### src/rtl/chien_pkg.sv
package chien_pkg;
    localparam int MW    = 14;
    localparam int TMAX  = 24;
    localparam int NC    = TMAX + 1;
    localparam int IW    = 5;
    localparam int LW    = 16;
    localparam int CW    = 8;

    typedef logic [MW-1:0] elem_t;
    typedef enum logic [1:0] {S_IDLE, S_RUN, S_DONE} state_t;

    localparam elem_t POLY13 = 14'h001B;
    localparam elem_t POLY14 = 14'h0443;

    function automatic elem_t gf_xtime(elem_t v, logic big);
        elem_t r;
        if (big) r = {v[12:0], 1'b0} ^ (v[13] ? POLY14 : '0);
        else     r = {1'b0, v[11:0], 1'b0} ^ (v[12] ? POLY13 : '0);
        return r;
    endfunction

    function automatic elem_t gf_apow_mul(elem_t v, int k, logic big);
        elem_t r = v;
        for (int i = 0; i < NC; i++)
            if (i < k) r = gf_xtime(r, big);
        return r;
    endfunction
endpackage

### src/rtl/chien_eval.sv
module chien_eval
    import chien_pkg::*;
#(
    parameter int NTAP = NC,
    parameter int IDXW = IW
) (
    input  logic            clk,
    input  logic            rst_n,
    input  logic            clr,
    input  logic            wr_en,
    input  logic [IDXW-1:0] wr_idx,
    input  elem_t           wr_data,
    input  logic            load,
    input  logic            step,
    input  logic [IDXW-1:0] deg,
    input  logic            big,
    output logic            root
);
    elem_t mask;
    elem_t work_nx [NTAP];
    elem_t work_q  [NTAP];

    assign mask = big ? '1 : {1'b0, {(MW-1){1'b1}}};

    generate
        for (genvar j = 0; j < NTAP; j++) begin : gen_tap
            elem_t coef_q;

            always_ff @(posedge clk or negedge rst_n) begin
                if (!rst_n)                                 coef_q <= '0;
                else if (clr)                               coef_q <= '0;
                else if (wr_en && wr_idx == IDXW'(j))       coef_q <= wr_data;
            end

            always_comb work_nx[j] = gf_apow_mul(work_q[j], j, big);

            always_ff @(posedge clk or negedge rst_n) begin
                if (!rst_n)     work_q[j] <= '0;
                else if (clr)   work_q[j] <= '0;
                else if (load)  work_q[j] <= (IDXW'(j) <= deg) ? (coef_q & mask) : '0;
                else if (step)  work_q[j] <= work_nx[j];
            end

            // a tap above the degree stays zero while stepping
            p_idle_tap_r1: assert property (@(posedge clk) disable iff (!rst_n)
                (step && work_q[j] == '0) |=> (work_q[j] == '0));
        end
    endgenerate

    always_comb begin
        elem_t acc;
        acc = '0;
        for (int j = 0; j < NTAP; j++) acc = acc ^ work_nx[j];
        root = (acc == '0);
    end
endmodule

### src/rtl/chien_locstore.sv
module chien_locstore #(
    parameter int DEPTH = 24,
    parameter int POSW  = 16,
    parameter int IDXW  = 5
) (
    input  logic            clk,
    input  logic            rst_n,
    input  logic            clr,
    input  logic            wr,
    input  logic [POSW-1:0] pos,
    input  logic [IDXW-1:0] rd_idx,
    output logic [POSW-1:0] rd_data
);
    localparam int FW = $clog2(DEPTH + 1);

    logic [FW-1:0]   fill_q;
    logic [POSW-1:0] ent_q [DEPTH];

    always_ff @(posedge clk or negedge rst_n) begin
        if (!rst_n)                               fill_q <= '0;
        else if (clr)                             fill_q <= '0;
        else if (wr && fill_q < FW'(DEPTH))       fill_q <= fill_q + 1'b1;
    end

    generate
        for (genvar e = 0; e < DEPTH; e++) begin : gen_ent
            always_ff @(posedge clk or negedge rst_n) begin
                if (!rst_n)                       ent_q[e] <= '0;
                else if (clr)                     ent_q[e] <= '0;
                else if (wr && fill_q == FW'(e))  ent_q[e] <= pos;
            end
        end
    endgenerate

    always_comb begin
        rd_data = '0;
        for (int e = 0; e < DEPTH; e++)
            if (rd_idx == IDXW'(e)) rd_data = ent_q[e];
    end

    // the store never overfills and a full store stays full on a write
    p_no_overflow_r6: assert property (@(posedge clk) disable iff (!rst_n)
        (fill_q == FW'(DEPTH) && wr && !clr) |=> (fill_q == FW'(DEPTH)));
    p_fill_bound_r6: assert property (@(posedge clk) disable iff (!rst_n)
        fill_q <= FW'(DEPTH));
endmodule

### src/rtl/chien_locator.sv
module chien_locator
    import chien_pkg::*;
#(
    parameter int DEPTH = TMAX,
    parameter int LENW  = LW,
    parameter int CNTW  = CW
) (
    input  logic        clk,
    input  logic        rst_n,
    input  logic        dis,
    input  logic        cfg_we,
    input  logic [31:0] cfg_word,
    input  logic        coef_we,
    input  logic [4:0]  coef_idx,
    input  logic [13:0] coef_data,
    input  logic [15:0] len_bits,
    input  logic        start,
    output logic [31:0] status,
    input  logic [4:0]  loc_idx,
    output logic [15:0] loc_data,
    output logic        uncorrectable
);
    state_t          st_q, st_nx;
    logic [LENW-1:0] pos_q, len_q;
    logic [CNTW-1:0] cnt_q;
    logic [IW-1:0]   deg_q;
    logic            big_q;
    logic            go, step, root, hit, busy, done;
    logic            cfg_unused;

    assign cfg_unused = ^{cfg_word[31:21], cfg_word[15:1]};
    assign go   = start && !dis;
    assign busy = (st_q == S_RUN);
    assign done = (st_q == S_DONE);
    assign step = busy && !go && !dis;
    assign hit  = step && root;

    always_ff @(posedge clk or negedge rst_n) begin
        if (!rst_n) begin
            deg_q <= '0;
            big_q <= 1'b0;
        end else if (cfg_we && !busy) begin
            deg_q <= cfg_word[20:16];
            big_q <= cfg_word[0];
        end
    end

    always_ff @(posedge clk or negedge rst_n) begin
        if (!rst_n) st_q <= S_IDLE;
        else        st_q <= st_nx;
    end

    always_comb begin
        st_nx = st_q;
        unique case (st_q)
            S_IDLE: st_nx = S_IDLE;
            S_RUN:  if (pos_q == len_q) st_nx = S_DONE;
            S_DONE: st_nx = S_DONE;
            default: st_nx = S_IDLE;
        endcase
        if (start) st_nx = (len_bits == '0) ? S_DONE : S_RUN;
        if (dis)   st_nx = S_IDLE;
    end

    always_ff @(posedge clk or negedge rst_n) begin
        if (!rst_n) begin
            pos_q <= '0;
            len_q <= '0;
            cnt_q <= '0;
        end else if (dis) begin
            cnt_q <= '0;
        end else if (go) begin
            pos_q <= LENW'(1);
            len_q <= len_bits;
            cnt_q <= '0;
        end else if (step) begin
            pos_q <= pos_q + 1'b1;
            if (root && cnt_q != '1) cnt_q <= cnt_q + 1'b1;
        end
    end

    assign status        = {16'h0, cnt_q, 6'h0, busy, done};
    assign uncorrectable = done && (cnt_q != CNTW'(deg_q));

    chien_eval u_eval (
        .clk     (clk),
        .rst_n   (rst_n),
        .clr     (dis),
        .wr_en   (coef_we && !busy),
        .wr_idx  (coef_idx),
        .wr_data (coef_data),
        .load    (go),
        .step    (step),
        .deg     (deg_q),
        .big     (big_q),
        .root    (root)
    );

    chien_locstore #(.DEPTH(DEPTH), .POSW(LENW), .IDXW(IW)) u_store (
        .clk     (clk),
        .rst_n   (rst_n),
        .clr     (dis || go),
        .wr      (hit),
        .pos     (pos_q),
        .rd_idx  (loc_idx),
        .rd_data (loc_data)
    );

    // disable empties the status word on the next cycle
    p_disable_clears_r2: assert property (@(posedge clk) disable iff (!rst_n)
        dis |=> (status == 32'h0));
    // a start with non-zero length enters the busy phase with a fresh count
    p_start_busy_r3: assert property (@(posedge clk) disable iff (!rst_n)
        (start && !dis && len_bits != '0) |=> (status[1] && status[15:8] == 8'h0));
    // the tested position stays inside 1..len
    p_pos_in_range_r3: assert property (@(posedge clk) disable iff (!rst_n)
        busy |-> (pos_q >= LENW'(1) && pos_q <= len_q));
    // done holds with a steady count until start or disable
    p_done_sticky_r8: assert property (@(posedge clk) disable iff (!rst_n)
        (status[0] && !start && !dis) |=> (status[0] && $stable(status[15:8])));
    // a saturated count does not wrap
    p_no_wrap_r5: assert property (@(posedge clk) disable iff (!rst_n)
        (cnt_q == '1 && !start && !dis) |=> (cnt_q == '1));
endmodule

### config.mk
export PLATFORM = sky130hd
export DESIGN_NAME = chien_locator
export DESIGN_NICKNAME = d
export VERILOG_FILES = /design/src/rtl/chien_pkg.sv /design/src/rtl/chien_eval.sv /design/src/rtl/chien_locstore.sv /design/src/rtl/chien_locator.sv
export SDC_FILE = /design/constraint.sdc
export NUM_CORES = 2
export LEC_CHECK = 0
export BUFFER_PORTS_ARGS = -buffer_cell sky130_fd_sc_hd__buf_2
export CELL_PAD_IN_SITES_DETAIL_PLACEMENT = 0
export CELL_PAD_IN_SITES_GLOBAL_PLACEMENT = 2
export CORE_ASPECT_RATIO = 0.5
export CORE_MARGIN = 4
export CORE_UTILIZATION = 43
export CTS_BUF_LIST = sky130_fd_sc_hd__clkbuf_2 sky130_fd_sc_hd__clkbuf_4 sky130_fd_sc_hd__clkbuf_8
export CTS_CLUSTER_DIAMETER = 200
export CTS_CLUSTER_SIZE = 14
export DETAILED_ROUTE_END_ITERATION = 16
export PLACE_DENSITY = 0.94
export SLEW_MARGIN = 25
export SYNTH_ARGS = -nofsm -noshare
export SYNTH_HDL_FRONTEND = slang
export SYNTH_SLANG_ARGS = --single-unit
### constraint.sdc
create_clock -name clk -period 7.2 [get_ports clk]
set_input_delay 0 -clock clk [delete_from_list [all_inputs] [get_ports clk]]
set_output_delay 0 -clock clk [all_outputs]
set_load 0.01 [all_outputs]
==> impl_metrics.toml <==
[clock_network]
clock-sinks = 1137
clkSlewWorstSetupHoldPaths_ns = 0.11
cts_tree = "done"
post_cts_resized = 0
numCtsBuffers = 91
insertion_delay_ns = 0.85
htreeDepth = 3
clock_path_buffers = 3
clock-root-buffer = "clkbuf_8"

[die]
core_area_um2 = 177000
ios = 127
initial_core_util_pct = 43.3
die_h_um = 306
die_w_um = 604
rows = 109
dieArea_um2 = 185000

[cells_and_area]
fin_cells = 10300
nets = 7982
layout-drive-gt1-share_pct = 5.83
layout_common_cells = "nor2_1 (1140), dfrtp_1 (1135), xnor2_1 (1098)"
syn_to_final_growth_pct = 4.68
layout_commonest_cell = "nor2_1"

[sta]
worst_pin_slew_ns = 1.13
fin_crit_sh_pct = 87.9
fin_ws_ns = 0.874
final-setup-viol-count = 0
rsz0062_at_grt = "false"
period_minus_slack_ns = 6.33
slew_violations = 0
fin_setup_tns_ns = 0
clock_skew_ns = 0.0681
slew_headroom_pct = 24.5
finalHoldViolCount = 0
timing.fmax_ghz = 0.158
whs_ns = 0.138

[synth]
synth.distinct_cells = 91
synth-seq-cells = 1137
synthArstFlopShare_pct = 100
synth_flop_cell = "dfrtp_1"
synth.area.top_cells = "dfrtp_1 (37%), xnor2_1 (13%), mux2i_1 (10%)"
synth_largest_area_cell = "dfrtp_1"
synth_edf_count = 0
synth_top_area_share_pct = 37.2
synth-seq-area-share_pct = 37.2
synth_warnings = 0
avgSynthCellArea_um2 = 9.25
syn_inst = 8261
syn-cell-area_um2 = 76400

[route]
first_pass_iters = 6
drt_wl_total_um = 257000
drt-vias-per-instance = 5.74
num_vias = 59100
wl_per_cell_um = 25.0
initialDrtViolationCount = 6335
drc = 0
ant_nets = 0

[critical_path]
max_stage_delay_ns = 0.68
crit_arrival_ns = 7.04
startpoint_type = "register"
crit_type = "register to register"
cpMaxStageDelayCell = "nor3b_1"
cp_max_fo = 40
cp-end-kind = "register"
crit_top_cell = "xnor2_1"
crit_required_ns = 7.91
cp_cell_sequence = "buf_12 -> buf_4 -> mux2i_1 -> xnor2_1 -> xnor2_1 -> xnor3_1 -> xnor2_1 -> xnor3_1 -> xnor2_1 -> xnor3_1 -> nand3_2 -> nor3b_1 -> nand3_1 -> or4_1 -> a21oi_1"

[place]
io_buffers = 78
pre_cts_ws_ns = 1.07
gp_congestion = 0.918
place_inst = 10100
hpwl_um = 163000

[outcome]
status = "finished clean"

[global_routing]
grt_max_degree = 179
antenna_found_initial = 4
met3_usage_pct = 3.63
grt_pass1_vias = 57300
grt_pass1_wl_um = 386000
track_usage_pct = 27.2
grt.busiest_layer = "met2"
gr-total-overflow = 0
use_met1_pct = 38.0
globalRouteMet2Util_pct = 42.6

[flow_run]
max_cap_violations = 0

[worst_hold_path]
hold_class = "input port to register"

[power_and_ir_drop]
leakage_uw = 0.0372
powerDensity_nw_per_um2 = 432
vdd_drop_max_mv = 1.24
==> critical path: cells and delay by family, from the launching register on <==
kind	cells	cell delay, ns
XOR/XNOR	7	2.25
AND/OR/NAND/NOR	4	1.97
AO/OA/AOI/OAI	1	0.16
flip-flops	1	0.55
buffers and inverters	2	0.62
multiplexers	1	0.56
==> Yosys cell counts (all sizes together), types with 19 or more instances <==
master,count
mux2,28
a21o,19
a21oi,755
dfrtp,1137
xor2,422
nand4,24
clkbuf,543
nand2,911
buf,239
mux2i,776
nor2,1159
a221oi,44
nand3,78
xnor2,1105
xor3,31
nor2b,35
nor3,33
mux4,19
inv,21
a31oi,44
and2,28
a22oi,59
and3,26
a211oi,31
xnor3,164
o21ai,326
==> state kept, by name, summed over array words and instances (netlist names) <==
register,cells
pos_q,16
u_eval.work_nx,14
deg_q,5
u_store.ent_q,384
u_store.fill_q,5
st_q,2
big_q,1
u_eval.gen_tap.coef_q,350
len_q,16
u_eval.work_q,336
cnt_q,8
==> routing by layer <==
metal  share of wire, %  wire length [um]  up-vias
met5                  0                 0        -
met4                4.8             12400        0
met3                6.7             17300      501
met2                 45            117000     2245
met1                 43            111000    29700
li1                   -                 -    26600
==> cells by family after synthesis <==
family / Yosys count / synth area share (%)
buf+inv: 805 / 4.77
other cells: 1 / 0.00491
simple gates: 2354 / 12.7
flops: 1137 / 37.2
compound gates: 1410 / 10.4
xor+xnor: 1722 / 23.5
mux: 823 / 11.2
fa+ha+maj: 9 / 0.147
==> power breakdown <==
part	internal, uW	leakage, uW	switching, uW
Combinational	10900	0.0209	12800
Clock	1170	0.000702	2350
Sequential	6620	0.0157	686
Total	18700	0.0372	15800
==> what timing repair did <==
action	CTS	global route
setup buffers	0	0
hold buffers	78	0
hold endpoints to repair	916	0
==> final cells by class <==
cell class	instances	area, um^2
Multi-Input combinational cell	6340	44600
Clock inverter	7	77.6
Antenna cell	3	7.51
Sequential cell	1137	28500
Timing Repair Buffer	302	2540
Clock buffer	93	1270
Inverter	23	100
Tap cell	2386	2990
Fill cell	17200	96600
==> worst paths after layout <==
check,from,end,slack (ns),depth (start not counted)
max in group asynchronous,rst_n,u_eval.gen_tap[17].coef_q[4]$_DFFE_PN0P_,5.35,5
worst min-delay path,len_bits[15],st_q[0]$_DFFE_PN0P_,0.14,5
worst max-delay path,big_q$_DFFE_PN0P_,cnt_q[7]$_DFFE_PN0P_,0.87,15
min in group asynchronous,rst_n,u_eval.gen_tap[15].coef_q[1]$_DFFE_PN0P_,0.44,4
worst max register to register,big_q$_DFFE_PN0P_,cnt_q[7]$_DFFE_PN0P_,0.87,15
worst min register to register,u_eval.gen_tap[16].coef_q[12]$_DFFE_PN0P_,u_eval.work_q[124]$_DFFE_PN0P_,0.49,2
==> stage by stage <==
stage | cell area, um^2 | power, uW | util, %
after floorplan | 76500 | 24800 | -
after global placement | 77700 | 30500 | 44.0
after detailed placement | 77800 | 30700 | 44.0
after CTS | 79900 | 34300 | 45.3
after global routing | 80000 | 35900 | 45.3
final | 80000 | 34500 | 45.3
Note: power is estimated with default switching activity, not from simulation.
